## src/rtl/ilv_pkg.sv

```systemverilog
package ilv_pkg;

  typedef enum logic [1:0] {
    FILL_IDLE,
    FILL_ISSUE,
    FILL_STREAM
  } fill_state_e;

  // modelled storage contents of the memory modules
  function automatic logic [31:0] word_pattern(input logic [31:0] a);
    return (a * 32'd40503) ^ 32'h3C96;
  endfunction

endpackage

```

## src/rtl/ilv_bank.sv

```systemverilog
module ilv_bank #(
  parameter int MOD_IDX   = 0,
  parameter int NUM_MODS  = 4,
  parameter int WPM       = 2,
  parameter int IADDR_W   = 14,
  parameter int DATA_W    = 16,
  parameter int FIRST_LAT = 6,
  parameter int NEXT_LAT  = 4
) (
  input  logic               clk_i,
  input  logic               rst_ni,
  input  logic               launch_i,
  input  logic [IADDR_W-1:0] base_i,
  input  logic               drain_i,
  output logic               full_o,
  output logic [DATA_W-1:0]  data_o
);
  import ilv_pkg::*;

  localparam int MAX_LAT = (FIRST_LAT > NEXT_LAT) ? FIRST_LAT : NEXT_LAT;
  localparam int LAT_W   = $clog2(MAX_LAT + 1);
  localparam int LEFT_W  = $clog2(WPM + 1);
  localparam int MSHIFT  = $clog2(NUM_MODS);

  logic [IADDR_W-1:0] abr_q;
  logic [DATA_W-1:0]  dbr_q;
  logic               full_q;
  logic [LAT_W-1:0]   lat_q;
  logic [LEFT_W-1:0]  left_q;
  logic               active_q;
  logic               fetch_done;
  logic               load;
  logic [31:0]        word_addr;

  assign word_addr  = (32'(abr_q) << MSHIFT) | 32'(MOD_IDX);
  assign fetch_done = active_q && (lat_q == LAT_W'(1));
  // finished access waits while the buffer still holds an undelivered word
  assign load       = fetch_done && (!full_q || drain_i);

  always_ff @(posedge clk_i or negedge rst_ni) begin
    if (!rst_ni) begin
      abr_q    <= '0;
      lat_q    <= '0;
      left_q   <= '0;
      active_q <= 1'b0;
    end else if (launch_i) begin
      abr_q    <= base_i;
      lat_q    <= LAT_W'(FIRST_LAT);
      left_q   <= LEFT_W'(WPM);
      active_q <= 1'b1;
    end else if (active_q) begin
      if (lat_q > LAT_W'(1)) begin
        lat_q <= lat_q - LAT_W'(1);
      end else if (load) begin
        abr_q  <= abr_q + IADDR_W'(1);
        left_q <= left_q - LEFT_W'(1);
        lat_q  <= LAT_W'(NEXT_LAT);
        if (left_q == LEFT_W'(1)) active_q <= 1'b0;
      end
    end
  end

  always_ff @(posedge clk_i or negedge rst_ni) begin
    if (!rst_ni) begin
      dbr_q  <= '0;
      full_q <= 1'b0;
    end else if (load) begin
      dbr_q  <= DATA_W'(word_pattern(word_addr));
      full_q <= 1'b1;
    end else if (drain_i) begin
      full_q <= 1'b0;
    end
  end

  assign full_o = full_q;
  assign data_o = dbr_q;

endmodule

```

## src/rtl/ilv_return.sv

```systemverilog
module ilv_return #(
  parameter int NUM_MODS   = 4,
  parameter int LINE_WORDS = 8,
  parameter int DATA_W     = 16
) (
  input  logic                             clk_i,
  input  logic                             rst_ni,
  input  logic                             stream_i,
  input  logic [$clog2(LINE_WORDS)-1:0]    widx_i,
  input  logic [NUM_MODS-1:0]              full_i,
  input  logic [NUM_MODS-1:0][DATA_W-1:0]  data_i,
  output logic [NUM_MODS-1:0]              drain_o,
  output logic                             take_o,
  output logic                             valid_o,
  output logic [$clog2(LINE_WORDS)-1:0]    idx_o,
  output logic [DATA_W-1:0]                data_o,
  output logic                             done_o
);
  localparam int IDX_W = $clog2(LINE_WORDS);
  localparam int SEL_W = (NUM_MODS > 1) ? $clog2(NUM_MODS) : 1;

  logic [SEL_W-1:0]  sel;
  logic              take;
  logic              valid_q;
  logic              done_q;
  logic [IDX_W-1:0]  idx_q;
  logic [DATA_W-1:0] data_q;

  assign sel  = SEL_W'(32'(widx_i) % NUM_MODS);
  assign take = stream_i && full_i[sel];

  for (genvar m = 0; m < NUM_MODS; m++) begin : g_drain
    assign drain_o[m] = take && (sel == SEL_W'(m));
  end

  always_ff @(posedge clk_i or negedge rst_ni) begin
    if (!rst_ni) begin
      valid_q <= 1'b0;
      done_q  <= 1'b0;
      idx_q   <= '0;
      data_q  <= '0;
    end else begin
      valid_q <= take;
      done_q  <= take && (widx_i == IDX_W'(LINE_WORDS - 1));
      if (take) begin
        idx_q  <= widx_i;
        data_q <= data_i[sel];
      end
    end
  end

  assign take_o  = take;
  assign valid_o = valid_q;
  assign idx_o   = idx_q;
  assign data_o  = data_q;
  assign done_o  = done_q;

endmodule

```

## src/rtl/ilv_fill_ctrl.sv

```systemverilog
module ilv_fill_ctrl #(
  parameter int NUM_MODS   = 4,
  parameter int LINE_WORDS = 8,
  parameter int ADDR_W     = 16,
  parameter int CYC_W      = 8
) (
  input  logic                                                     clk_i,
  input  logic                                                     rst_ni,
  input  logic                                                     req_i,
  input  logic [ADDR_W-$clog2(LINE_WORDS)-1:0]                     line_i,
  input  logic                                                     take_i,
  output logic                                                     launch_o,
  output logic                                                     stream_o,
  output logic                                                     busy_o,
  output logic [$clog2(LINE_WORDS)-1:0]                            widx_o,
  output logic [NUM_MODS-1:0][ADDR_W-$clog2(NUM_MODS)-1:0]         base_o,
  output logic [CYC_W-1:0]                                         fill_cycles_o
);
  import ilv_pkg::*;

  localparam int IDX_W   = $clog2(LINE_WORDS);
  localparam int LINE_W  = ADDR_W - IDX_W;
  localparam int MSHIFT  = $clog2(NUM_MODS);
  localparam int IADDR_W = ADDR_W - MSHIFT;

  fill_state_e       state_q;
  logic [LINE_W-1:0] line_q;
  logic [IDX_W-1:0]  widx_q;
  logic [CYC_W-1:0]  cyc_q;

  always_ff @(posedge clk_i or negedge rst_ni) begin
    if (!rst_ni) begin
      state_q <= FILL_IDLE;
      line_q  <= '0;
      widx_q  <= '0;
    end else begin
      case (state_q)
        FILL_IDLE: if (req_i) begin
          line_q  <= line_i;
          widx_q  <= '0;
          state_q <= FILL_ISSUE;
        end
        FILL_ISSUE: state_q <= FILL_STREAM;
        FILL_STREAM: if (take_i) begin
          widx_q <= widx_q + IDX_W'(1);
          if (widx_q == IDX_W'(LINE_WORDS - 1)) state_q <= FILL_IDLE;
        end
        default: state_q <= FILL_IDLE;
      endcase
    end
  end

  always_ff @(posedge clk_i or negedge rst_ni) begin
    if (!rst_ni) begin
      cyc_q <= '0;
    end else if (state_q == FILL_IDLE) begin
      if (req_i) cyc_q <= '0;
    end else begin
      cyc_q <= cyc_q + CYC_W'(1);
    end
  end

  // first word each module owns lies within the first NUM_MODS words of the line
  for (genvar m = 0; m < NUM_MODS; m++) begin : g_base
    assign base_o[m] = IADDR_W'({line_q, IDX_W'(m)} >> MSHIFT);
  end

  assign launch_o      = (state_q == FILL_ISSUE);
  assign stream_o      = (state_q == FILL_STREAM);
  assign busy_o        = (state_q != FILL_IDLE);
  assign widx_o        = widx_q;
  assign fill_cycles_o = cyc_q;

endmodule

```

## src/rtl/ilv_line_fill.sv

```systemverilog
module ilv_line_fill #(
  parameter int NUM_MODS   = 4,
  parameter int LINE_WORDS = 8,
  parameter int ADDR_W     = 16,
  parameter int DATA_W     = 16,
  parameter int FIRST_LAT  = 6,
  parameter int NEXT_LAT   = 4,
  parameter int CYC_W      = 8
) (
  input  logic                                  clk_i,
  input  logic                                  rst_ni,
  input  logic                                  req_i,
  input  logic [ADDR_W-$clog2(LINE_WORDS)-1:0]  line_i,
  output logic                                  busy_o,
  output logic                                  valid_o,
  output logic [$clog2(LINE_WORDS)-1:0]         idx_o,
  output logic [DATA_W-1:0]                     data_o,
  output logic                                  done_o,
  output logic [CYC_W-1:0]                      fill_cycles_o
);
  localparam int IDX_W   = $clog2(LINE_WORDS);
  localparam int IADDR_W = ADDR_W - $clog2(NUM_MODS);
  localparam int WPM     = LINE_WORDS / NUM_MODS;

  logic                                launch;
  logic                                stream;
  logic                                take;
  logic [IDX_W-1:0]                    widx;
  logic [NUM_MODS-1:0][IADDR_W-1:0]    base;
  logic [NUM_MODS-1:0]                 drain;
  logic [NUM_MODS-1:0]                 full;
  logic [NUM_MODS-1:0][DATA_W-1:0]     bank_data;

  ilv_fill_ctrl #(
    .NUM_MODS(NUM_MODS), .LINE_WORDS(LINE_WORDS), .ADDR_W(ADDR_W), .CYC_W(CYC_W)
  ) u_ctrl (
    .clk_i(clk_i), .rst_ni(rst_ni), .req_i(req_i), .line_i(line_i),
    .take_i(take), .launch_o(launch), .stream_o(stream), .busy_o(busy_o),
    .widx_o(widx), .base_o(base), .fill_cycles_o(fill_cycles_o)
  );

  for (genvar m = 0; m < NUM_MODS; m++) begin : g_bank
    ilv_bank #(
      .MOD_IDX(m), .NUM_MODS(NUM_MODS), .WPM(WPM), .IADDR_W(IADDR_W),
      .DATA_W(DATA_W), .FIRST_LAT(FIRST_LAT), .NEXT_LAT(NEXT_LAT)
    ) u_bank (
      .clk_i(clk_i), .rst_ni(rst_ni), .launch_i(launch), .base_i(base[m]),
      .drain_i(drain[m]), .full_o(full[m]), .data_o(bank_data[m])
    );
  end

  ilv_return #(
    .NUM_MODS(NUM_MODS), .LINE_WORDS(LINE_WORDS), .DATA_W(DATA_W)
  ) u_ret (
    .clk_i(clk_i), .rst_ni(rst_ni), .stream_i(stream), .widx_i(widx),
    .full_i(full), .data_i(bank_data), .drain_o(drain), .take_o(take),
    .valid_o(valid_o), .idx_o(idx_o), .data_o(data_o), .done_o(done_o)
  );

endmodule

```

## config.mk

```make
export PLATFORM = sky130hd
export DESIGN_NAME = ilv_line_fill
export DESIGN_NICKNAME = d
export VERILOG_FILES = /design/src/rtl/ilv_pkg.sv /design/src/rtl/ilv_bank.sv /design/src/rtl/ilv_return.sv /design/src/rtl/ilv_fill_ctrl.sv /design/src/rtl/ilv_line_fill.sv
export SDC_FILE = /design/constraint.sdc
export NUM_CORES = 1
export LEC_CHECK = 0
export BUFFER_PORTS_ARGS = -buffer_cell sky130_fd_sc_hd__buf_2
export CAP_MARGIN = 20
export CORE_AREA = 4 4 241 243
export CTS_CLUSTER_DIAMETER = 200
export DETAILED_ROUTE_END_ITERATION = 10
export DIE_AREA = 0 0 245 247
export MAX_ROUTING_LAYER = met4
export PLACE_DENSITY = 0.48
export SKIP_CTS_REPAIR_TIMING = 1
export SYNTH_ARGS = -nofsm -noshare
export SYNTH_HDL_FRONTEND = slang
export SYNTH_SLANG_ARGS = --single-unit
export TNS_END_PERCENT = 50
```

## constraint.sdc

```tcl
create_clock -name clk_i -period 10.9 [get_ports clk_i]
set_input_delay 0 -clock clk_i [delete_from_list [all_inputs] [get_ports clk_i]]
set_output_delay 0 -clock clk_i [all_outputs]
set_load 0.005 [all_outputs]
```

# Word level (Yosys, flattened, before mapping)
# Cells that the tools add are included.
# totals
n_memories,0
mem_bits_rw,0
ff_bits,193
mem_bits_ro,0
latch_bits,0
word_cells,222
# classes
magnitude_cmp,5
n_reduce_logical,53
shift,0
mux,89
n_eq_ne,21
bitwise,4
multipliers,4
add_sub_neg,14
div_mod_pow,0
# op_table
op,count
14-bit 2-to-1 mux,16
"14-bit by 1-bit adder with 14-bit output, second input constant",4
3-bit 2-to-1 mux,18
2-bit 2-to-1 mux,19
16-bit binary-select mux with 2-bit select,1
"16-bit by 16-bit multiplier with 16-bit output, second input constant",2
8-bit inverter,4
1-bit 2-to-1 mux,29
2-bit nonzero test,14
3-bit AND reduction,6
"14-bit by 16-bit multiplier with 14-bit output, second input constant",1
"15-bit by 16-bit multiplier with 15-bit output, second input constant",1
16-bit 2-to-1 mux,1
8-bit 2-to-1 mux,2
1-bit logical AND,14
"2-bit by 1-bit equality test with 1-bit output, second input constant",6
"3-bit by 1-bit equality test with 1-bit output, second input constant",4
"3-bit by 1-bit greater-than comparator with 1-bit output, second input constant",4
"2-bit inequality test, second input constant",6
3-bit nonzero test,4
"3-bit by 1-bit subtractor with 3-bit output, second input constant",4
2-bit AND reduction,5
"8-bit by 1-bit adder with 8-bit output, second input constant",1
"2-bit by 1-bit subtractor with 2-bit output, second input constant",4
other kinds (11),20

# Depth between registers and ports, before layout
# Gate-level depths: netlist of the first run.
# logic_depth
word_depth,10
mapped_depth,20

# Modules after synthesis
# From an unflattened synthesis of the first run, not the netlist that was laid out.
# unflattened
hier_cells,1760
hier_area_um2,17420.5
# modules_own_cells
module,instances,cells_per_inst,area_per_inst_um2
ilv_bank at g_bank[3].u_bank,1,418,3802.4
ilv_bank at g_bank[1].u_bank,1,393,3708.6
ilv_bank at g_bank[2].u_bank,1,366,3633.5
ilv_bank at g_bank[0].u_bank,1,357,3520.9
ilv_fill_ctrl,1,153,1446.4
ilv_return,1,73,1308.8

# Worst setup path after synthesis of the first run
# No wires, ideal clock.
# synth_timing
path_type,flip-flop to flip-flop
startpoint,register g_bank[3].u_bank.abr_q[0]
endpoint,register g_bank[3].u_bank.dbr_q[15]
t_required_ns,10.766
setup_slack_ns,6.365
synth_period_minus_slack_ns,4.535
path_stages_with_launch,20
t_arrival_ns,4.401
path_cell_list,dfrtp_1 -> clkbuf_1 -> inv_1 -> ha_1 -> xnor2_1 -> xnor2_1 -> ha_1 -> fa_1 -> ha_1 -> inv_1 -> fa_1 -> inv_1 -> ha_1 -> o21a_1 -> o21ai_0 -> o21bai_1 -> a21oi_1 -> o41ai_1 -> xnor2_1 -> o21ai_0
# synth_between
elab_chain_len,1
# synth_lines
item,line,rtl
"start, declared",ilv_bank.sv:25,logic [IADDR_W-1:0] abr_q;
"start signal, assigned",ilv_bank.sv:47,abr_q <= base_i;
"start signal, assigned",ilv_bank.sv:55,abr_q <= abr_q + IADDR_W'(1);
16-bit by 16-bit multiplier with 16-bit output,ilv_pkg.sv:11,return (a * 32'd40503) ^ 32'h3C96;
"end signal, assigned",ilv_bank.sv:68,dbr_q <= DATA_W'(word_pattern(word_addr));
"end, declared",ilv_bank.sv:26,logic [DATA_W-1:0] dbr_q;
# Every way passes these cells.
# A chain may end at the register's enable or synchronous reset.

# Worst setup path in the final report of the first run
# layout_timing
startpoint,register g_bank[1].u_bank.abr_q[0]
endpoint,register g_bank[1].u_bank.dbr_q[13]
# layout_between
elab_chain_len,2
# layout_lines
item,line
"start, declared",ilv_bank.sv:25
"start signal, assigned",ilv_bank.sv:47
"start signal, assigned",ilv_bank.sv:55
16-bit by 16-bit multiplier with 16-bit output,ilv_pkg.sv:11
8-bit inverter (no line),-
"end signal, assigned",ilv_bank.sv:68
"end, declared",ilv_bank.sv:26
# Every way passes these cells.

==> impl_metrics.env, run 1 <==
export IMPL_grt_max_degree=82
export IMPL_drtIter0Drc=486
export IMPL_status="completed"
export IMPL_pin_count=46
export IMPL_track_usage_pct=14.68
export IMPL_initial_core_util_pct=29.79
export IMPL_die_h_microns=247
export IMPL_cp_common_cell="inv_1"
export IMPL_synth_top_cells_by_area="dfrtp_1, ha_1, fa_1, inv_1, xnor2_1"
export IMPL_antenna_found_initial=1
export IMPL_tritoncts="done"
export IMPL_final_max_slew_violation_count=0
export IMPL_tightestPinTransition_ns=1.008
export IMPL_cpPeakStageDelay_ns=0.60
export IMPL_grt_pass1_wl_microns=66790
export IMPL_period_needed_ns=4.920
export IMPL_cts_sinks=190
export IMPL_fp_dieW_microns=245
export IMPL_synth_seq_cells=190
export IMPL_fmaxAchievable_mhz=203.2
export IMPL_cp_end_kind="flop"
export IMPL_synth_fp_nets=2073
export IMPL_slew_headroom_pct=32.53
export IMPL_timing_final_crit_share_pct=45.14
export IMPL_maxCapViolCount=0
export IMPL_syn_avg_cell_area_sq_um=9.810
export IMPL_cts_root_buf="clkbuf_16"
export IMPL_synthToLayoutAreaGrowth_pct=11.34
export IMPL_cp_num_buf_inv=6
export IMPL_yosysTopAreaCellShare_pct=28.53
export IMPL_syn_inst=1699
export IMPL_htree_levels=4
export IMPL_drive_gt1_share_pct=7.710
export IMPL_path_class="flop to flop"
export IMPL_async_flop_share_pct=100.0
export IMPL_portBuffers=45
export IMPL_yosys_area_top_type="dfrtp_1"
export IMPL_cp_start_kind="flop"
export IMPL_place_congestion=0.8701
export IMPL_skew_ns=0.01614
export IMPL_synth_seq_area_share_pct=28.53
export IMPL_core_area_sq_mm=0.05595
export IMPL_clkTransAtPathRegs_ns=0.08
export IMPL_synth_edf_count=0
export IMPL_cp_depth=18
export IMPL_clockBufferDepth=2
export IMPL_final_cell_mix="inv_1, ha_1, dfrtp_1"
export IMPL_antenna_cells=0
export IMPL_yosysWarningCount=0
export IMPL_setup_tns_ns=0
export IMPL_vias=11188
export IMPL_row_count=87
export IMPL_reg2reg_depth=18
export IMPL_cp_required_ns=11.22
export IMPL_viasPerCell=4.440
export IMPL_cp_max_fo=10
export IMPL_tritoncts_num_buffers=17
export IMPL_ys_types=61
export IMPL_nets=2125
export IMPL_cpLargestDelayFamily="adder cells"
export IMPL_hp_class="primary input to async pin"
export IMPL_grt_pass1_vias=11626
export IMPL_slowest_stage="dfrtp_1"
export IMPL_final_common_cell="inv_1"
export IMPL_drt_pass1_iterations=4
export IMPL_dieArea_sq_mm=0.06052
export IMPL_ff2ff_setup_slack_ns=5.98
export IMPL_drcViolationCount=0
export IMPL_cp_cell_sequence="inv_1 > ha_1 > inv_1 > ha_1 > ha_1 > inv_1 > fa_1 > inv_1 > ha_1 > inv_1 > fa_1 > inv_1 > ha_1 > nand3_1 > o21ai_0 > o22ai_1 > xnor2_1 > o21ai_0"
export IMPL_hold_viol=0
export IMPL_yosys_most_used_dff="dfrtp_1"
export IMPL_ant_nets=0
export IMPL_netlist_area_sq_mm=0.01667
export IMPL_arrival_ns=5.24
export IMPL_clock_latency_ns=0.49
export IMPL_rsz0062_at_grt="false"
export IMPL_dp_hpwl_microns=33030
export IMPL_wl_microns=41550
export IMPL_setup_violations=0
export IMPL_hold_slack_ns=0.03459
export IMPL_wl_per_cell_microns=16.49
export IMPL_overflow=0
==> Yosys cell counts (all sizes together), types with 3 or more instances <==
master	instances
o21ai	94
xnor2	113
nand2	179
and3	9
dfrtp	190
nand3	30
nor3	9
a21o	10
buf	17
o21bai	7
nand4	9
nor2	59
nand2b	10
mux4	15
mux2	15
mux2i	4
or2	4
xor2	43
inv	323
nor2b	4
nor3b	3
a211oi	7
nand3b	10
a21oi	88
a31o	3
nor4	4
a31oi	12
fa	132
o21a	13
o31ai	7
o211ai	8
and2	3
or3	3
ha	226
clkbuf	22
==> cell families after synthesis <==
logic type / Yosys count / synth area share [%]
mux: 34 / 3.386
compound gates: 258 / 9.076
fa+ha+maj: 358 / 32.82
flops: 190 / 28.53
buf+inv: 362 / 8.445
xor+xnor: 156 / 8.198
simple gates: 341 / 9.549
==> cell type report <==
class | count | area (sq um)
Fill cell | 5864 | 37390
Inverter | 323 | 1212
Sequential cell | 190 | 4755
Timing Repair Buffer | 72 | 494.2
Multi-Input combinational cell | 1147 | 10510
Clock buffer | 19 | 452.9
Tap cell | 756 | 945.9
Clock inverter | 13 | 190.2
==> metal layers <==
| metal | global-route usage [%] | routed length [microns] | vias to the layer above |
|---|---|---|---|
| li1 | - | - | 5602 |
| met1 | 19.95 | 20550 | 5415 |
| met2 | 22.75 | 19010 | 139 |
| met3 | 2.776 | 1258 | 32 |
| met4 | 3.675 | 727 | 0 |
| met5 | - | 0 | - |
==> worst paths after layout <==
kind / startpoint / to
worst max-delay path: g_bank[1].u_bank.abr_q[0]$_DFFE_PN0P_ / g_bank[1].u_bank.data_o[13]$_DFFE_PN0P_
worst min-delay path: rst_ni / g_bank[2].u_bank.left_q[0]$_DFFE_PN0P_
worst max register to register: g_bank[1].u_bank.abr_q[0]$_DFFE_PN0P_ / g_bank[1].u_bank.data_o[13]$_DFFE_PN0P_
worst min register to register: g_bank[0].u_bank.data_o[1]$_DFFE_PN0P_ / g_bank[0].u_bank.data_o[1]$_DFFE_PN0P_
max in group asynchronous: rst_ni / g_bank[2].u_bank.lat_q[0]$_DFFE_PN0P_
min in group clk_i: line_i[0] / u_ctrl.line_q[0]$_DFFE_PN0P_
==> through the flow <==
stage               worst slack (ns)  instances  cell area (sq um)  util [%]
floorplan                      6.365       1699              16670         -
global placement               6.097       2472              17740     31.70
detailed placement             5.994       2472              17740     31.70
CTS                            5.961       2504              18380     32.85
global route                   5.610       2520              18560     33.17
finish                         5.980       2520              18560     33.17
==> state kept, by name (all words and copies together), names as in the netlist <==
signal and cells:
g_bank.u_bank.abr_q 56, g_bank.u_bank.active_q 4, g_bank.u_bank.data_o 59, g_bank.u_bank.full_o 4, g_bank.u_bank.lat_q 12, g_bank.u_bank.left_q 8
u_ctrl.fill_cycles_o 8, u_ctrl.line_q 13, u_ctrl.state_q 2, u_ctrl.widx_o 3, u_ret.data_o 16, u_ret.done_o 1
u_ret.idx_o 3, u_ret.valid_o 1
Power of run 1 is left out: the tool's default activity adds up to more than one toggle a clock period on the data nets, which glitch-free logic cannot reach.
==> run 2, diff against run 1 <==
Settings changed: PLACE_DENSITY 0.48 to 0.5.
Clock period 10.9 ns to 4.4 ns, I/O delays scaled along.
==> impl_metrics.env, run 2 (same netlist as run 1, synthesis figures left out) <==
export IMPL_status="complete, but fails checks"
export IMPL_violations="negative setup slack"
export IMPL_cp_required_ns=4.73
export IMPL_wl_per_cell_microns=16.36
export IMPL_hold_slack_ns=0.1352
export IMPL_cp_end_kind="flop"
export IMPL_vias=11859
export IMPL_drcViolationCount=0
export IMPL_setup_tns_ns=-0.05233
export IMPL_antenna_found_initial=0
export IMPL_cts_sinks=190
export IMPL_r2r_start="g_bank[1].u_bank.abr_q[5]$_DFFE_PN0P_"
export IMPL_clkTransAtPathRegs_ns=0.08
export IMPL_grt_pass1_vias=12404
export IMPL_overflow=0
export IMPL_fill_cells=5635
export IMPL_viasPerCell=4.425
export IMPL_fp_dieW_microns=245
export IMPL_die_h_microns=247
export IMPL_largest_reg_flops=59
export IMPL_rsz0062_at_grt="true"
export IMPL_final_cell_mix="inv_1, nand2_1, ha_1"
export IMPL_cp_max_fo=3
export IMPL_period_needed_ns=4.423
export IMPL_skew_ns=0.01875
export IMPL_row_count=87
export IMPL_tritoncts="done"
export IMPL_drtIter0Drc=464
export IMPL_dp_hpwl_microns=34750
export IMPL_use_met3_pct=2.115
export IMPL_hp_class="primary input to async pin"
export IMPL_grt_pass1_wl_microns=69610
export IMPL_timing_final_crit_share_pct=100.5
export IMPL_preCtsSetupSlack_ns=-0.1963
export IMPL_fmaxAchievable_mhz=226.1
export IMPL_clockBufferDepth=2
export IMPL_track_usage_pct=15.26
export IMPL_core_area_sq_mm=0.05595
export IMPL_final_max_slew_violation_count=0
export IMPL_dp_cells=2617
export IMPL_path_class="flop to flop"
export IMPL_htree_levels=4
export IMPL_dieArea_sq_mm=0.06052
export IMPL_antenna_cells=0
export IMPL_drt_pass1_iterations=4
export IMPL_place_congestion=0.8852
export IMPL_grt_max_degree=109
export IMPL_initial_core_util_pct=29.79
export IMPL_met1_usage_pct=19.76
export IMPL_clock_latency_ns=0.49
export IMPL_cts_root_buf="clkbuf_16"
export IMPL_synthToLayoutAreaGrowth_pct=23.45
export IMPL_wl_microns=43850
export IMPL_slew_headroom_pct=27.91
export IMPL_tightestPinTransition_ns=1.077
export IMPL_pin_count=46
export IMPL_maxCapViolCount=0
export IMPL_ant_nets=0
export IMPL_tritoncts_num_buffers=17
export IMPL_grt_busiest_layer="met2"
export IMPL_final_common_cell="inv_1"
export IMPL_portBuffers=45
export IMPL_critPathLaunch="g_bank[1].u_bank.abr_q[5]$_DFFE_PN0P_"
export IMPL_hold_viol=0
export IMPL_arrival_ns=4.75
export IMPL_fin_ws_ns=-0.02318
export IMPL_drive_gt1_share_pct=21.88
export IMPL_ff2ff_setup_slack_ns=-0.02
export IMPL_nets=2285
export IMPL_cp_start_kind="flop"
export IMPL_setup_violations=3
export IMPL_final_cells=2680
export IMPL_grt_use_met2_pct=25.01
==> run 2: cell type report <==
| cell class | instances | area [sq um] | area share, % |
|---|---|---|---|
| inverter | 323 | 1212 | 5.892 |
| sequential | 190 | 4772 | 23.19 |
| clock inverter | 14 | 212.7 | 1.034 |
| tap | 756 | 945.9 | 4.597 |
| timing repair buffer | 232 | 1714 | 8.331 |
| multi-input combinational | 1147 | 11280 | 54.82 |
| clock buffer | 18 | 439.2 | 2.134 |
==> run 2: final timing paths <==
path                       cells past startpoint                                 endpoint
min reg2reg                                    2              u_ret.data_o[2]$_DFFE_PN0P_
max in group asynchronous                      3             u_ret.data_o[11]$_DFFE_PN0P_
max reg2reg                                   16  g_bank[1].u_bank.data_o[13]$_DFFE_PN0P_
min in group clk_i                             3             u_ctrl.line_q[0]$_DFFE_PN0P_
max                                           16  g_bank[1].u_bank.data_o[13]$_DFFE_PN0P_
min                                            2    g_bank[2].u_bank.abr_q[5]$_DFFE_PN0P_
==> run 2: critical path, cell delays in order, from the launching register on <==
cell     delay (ns)
dfrtp_1        0.41
ha_1           0.30
inv_2          0.05
fa_1           0.52
inv_1          0.05
ha_2           0.17
fa_1           0.50
fa_1           0.51
inv_1          0.05
fa_1           0.52
inv_1          0.04
ha_2           0.18
or4_4          0.49
o22ai_4        0.17
buf_6          0.13
xnor2_2        0.10
o21ai_1        0.07
==> run 2: stage by stage <==
| stage | instance area, sq um | util [%] |
|---|---|---|
| final | 20580 | 36.77 |
| after global routing | 20580 | 36.77 |
| after CTS | 19510 | 34.88 |
| after detailed placement | 18860 | 33.71 |
| after global placement | 18850 | 33.69 |
| after floorplan | 16690 | - |
==> run 2: layer usage <==
metal,part of all wire [%],wire [microns],vias to the layer above
met5,0,0,-
met4,2.4,1048,0
met3,2.0,866,45
met2,48,20950,100
met1,48,20980,5815
li1,-,-,5899
Power of run 2 is left out for the same reason.
==> run 3, diff against run 2 <==
Settings changed: PLACE_DENSITY 0.5 to default.
==> impl_metrics.env, run 3 (same netlist as run 1, synthesis figures left out) <==
export IMPL_tritoncts_num_buffers=17
export IMPL_drt_pass1_iterations=5
export IMPL_vias=12060
export IMPL_skew_ns=0.01765
export IMPL_fp_dieW_microns=245
export IMPL_antenna_cells=0
export IMPL_slowest_stage="fa_1"
export IMPL_cp_end_kind="flop"
export IMPL_cp_start_kind="flop"
export IMPL_cp_num_buf_inv=4
export IMPL_tritoncts="done"
export IMPL_setup_violations=2
export IMPL_ff_latch_area_sq_mm=0.004778
export IMPL_cp_max_fo=3
export IMPL_cp_cell_sequence="buf_4 > inv_2 > ha_4 > xnor2_4 > xnor2_2 > ha_2 > fa_1 > ha_1 > inv_1 > fa_1 > inv_1 > ha_1 > o21a_1 > o21ai_2 > o21bai_4 > a21oi_2 > o41ai_2 > xnor2_1 > o21ai_1"
export IMPL_wl_per_cell_microns=15.93
export IMPL_status="complete, but fails checks"
export IMPL_clkTransAtPathRegs_ns=0.08
export IMPL_ff2ff_setup_slack_ns=-0.008
export IMPL_drive_gt1_share_pct=24.56
export IMPL_grt_max_degree=103
export IMPL_hp_class="primary input to async pin"
export IMPL_htree_levels=4
export IMPL_grt_pass1_wl_microns=67360
export IMPL_drcViolationCount=0
export IMPL_overflow=0
export IMPL_tightestPinTransition_ns=1.134
export IMPL_rsz0062_at_grt="true"
export IMPL_final_common_cell="inv_1"
export IMPL_wl_microns=42860
export IMPL_antenna_found_initial=1
export IMPL_hold_slack_ns=0.1968
export IMPL_fin_ws_ns=-0.007577
export IMPL_largest_reg_flops=59
export IMPL_final_cell_mix="inv_1, nand2_1, buf_4"
export IMPL_track_usage_pct=14.52
export IMPL_initial_core_util_pct=29.79
export IMPL_dieArea_sq_mm=0.06052
export IMPL_cpPeakStageDelay_ns=0.52
export IMPL_place_congestion=0.9151
export IMPL_reg2reg_to="g_bank[3].u_bank.data_o[15]$_DFFE_PN0P_"
export IMPL_fmaxAchievable_mhz=226.9
export IMPL_grt_pass1_vias=12447
export IMPL_cp_required_ns=4.73
export IMPL_pin_count=46
export IMPL_drtIter0Drc=589
export IMPL_slew_headroom_pct=24.12
export IMPL_dp_hpwl_microns=33670
export IMPL_path_class="flop to flop"
export IMPL_maxCapViolCount=0
export IMPL_critPathLaunch="g_bank[3].u_bank.abr_q[1]$_DFFE_PN0P_"
export IMPL_arrival_ns=4.74
export IMPL_synthToLayoutAreaGrowth_pct=25.10
export IMPL_portBuffers=45
export IMPL_reg2reg_depth=19
export IMPL_clockBufferDepth=2
export IMPL_clock_latency_ns=0.46
export IMPL_hold_viol=0
export IMPL_core_area_sq_mm=0.05595
export IMPL_r2r_start="g_bank[3].u_bank.abr_q[1]$_DFFE_PN0P_"
export IMPL_die_h_microns=247
export IMPL_fill_cells=5513
export IMPL_period_needed_ns=4.408
export IMPL_viasPerCell=4.483
export IMPL_violations="negative setup slack"
export IMPL_nets=2296
export IMPL_ant_nets=0
export IMPL_cpLargestDelayFamily="adder cells"
export IMPL_setup_tns_ns=-0.01284
export IMPL_cts_root_buf="clkbuf_16"
export IMPL_timing_final_crit_share_pct=100.2
export IMPL_crit_path_end="g_bank[3].u_bank.data_o[15]$_DFFE_PN0P_"
export IMPL_cp_depth=19
export IMPL_cts_sinks=190
export IMPL_row_count=87
export IMPL_multi_input_area_sq_mm=0.01153
export IMPL_preCtsSetupSlack_ns=-0.1986
export IMPL_final_max_slew_violation_count=0
## run 3: changes by cell type in the layout (fill, tap and decap cells not counted), sizes merged
cell / change
buf: +11
clkinv: -4
inv: +1
clkinvlp: +2
## run 3: metrics by stage
step                      util (%)  std cells  area (sq um)
after floorplan                  -       1699         16690
after global placement       33.78       2622         18900
after detailed placement     33.78       2622         18900
after CTS                    34.83       2653         19490
after global routing         37.27       2690         20850
final                        37.27       2690         20850
## run 3: layer usage
layer / GRT usage (%) / wire length, microns / vias to the layer above
met3: 2.006 / 1219 / 46
li1: - / - / 5938
met2: 23.54 / 20760 / 168
met1: 19.33 / 20190 / 5908
met5: - / 0 / -
met4: 3.675 / 694 / 0
## run 3: worst min-delay path by stage
stage	from	to	slack [ns]	cells past startpoint
finish	rst_ni	g_bank[2].u_bank.left_q[0]$_DFFE_PN0P_	0.20	2
global route	rst_ni	g_bank[2].u_bank.left_q[0]$_DFFE_PN0P_	0.26	2
CTS	rst_ni	g_bank[2].u_bank.active_q$_DFF_PN0_	-0.39	1
detailed placement	rst_ni	g_bank[2].u_bank.active_q$_DFF_PN0_	0.11	1
global placement	rst_ni	g_bank[2].u_bank.left_q[0]$_DFFE_PN0P_	0.11	1
floorplan	rst_ni	g_bank[0].u_bank.abr_q[0]$_DFFE_PN0P_	-0.30	0
## run 3: final cells by class
cell class / count / share of cell area (%)
Multi-Input combinational cell: 1147 / 55.28
Sequential cell: 190 / 22.92
Timing Repair Buffer: 243 / 8.617
Inverter: 323 / 5.815
Tap cell: 756 / 4.536
Clock buffer: 18 / 2.106
Clock inverter: 13 / 0.7261
Power of run 3 is left out for the same reason.
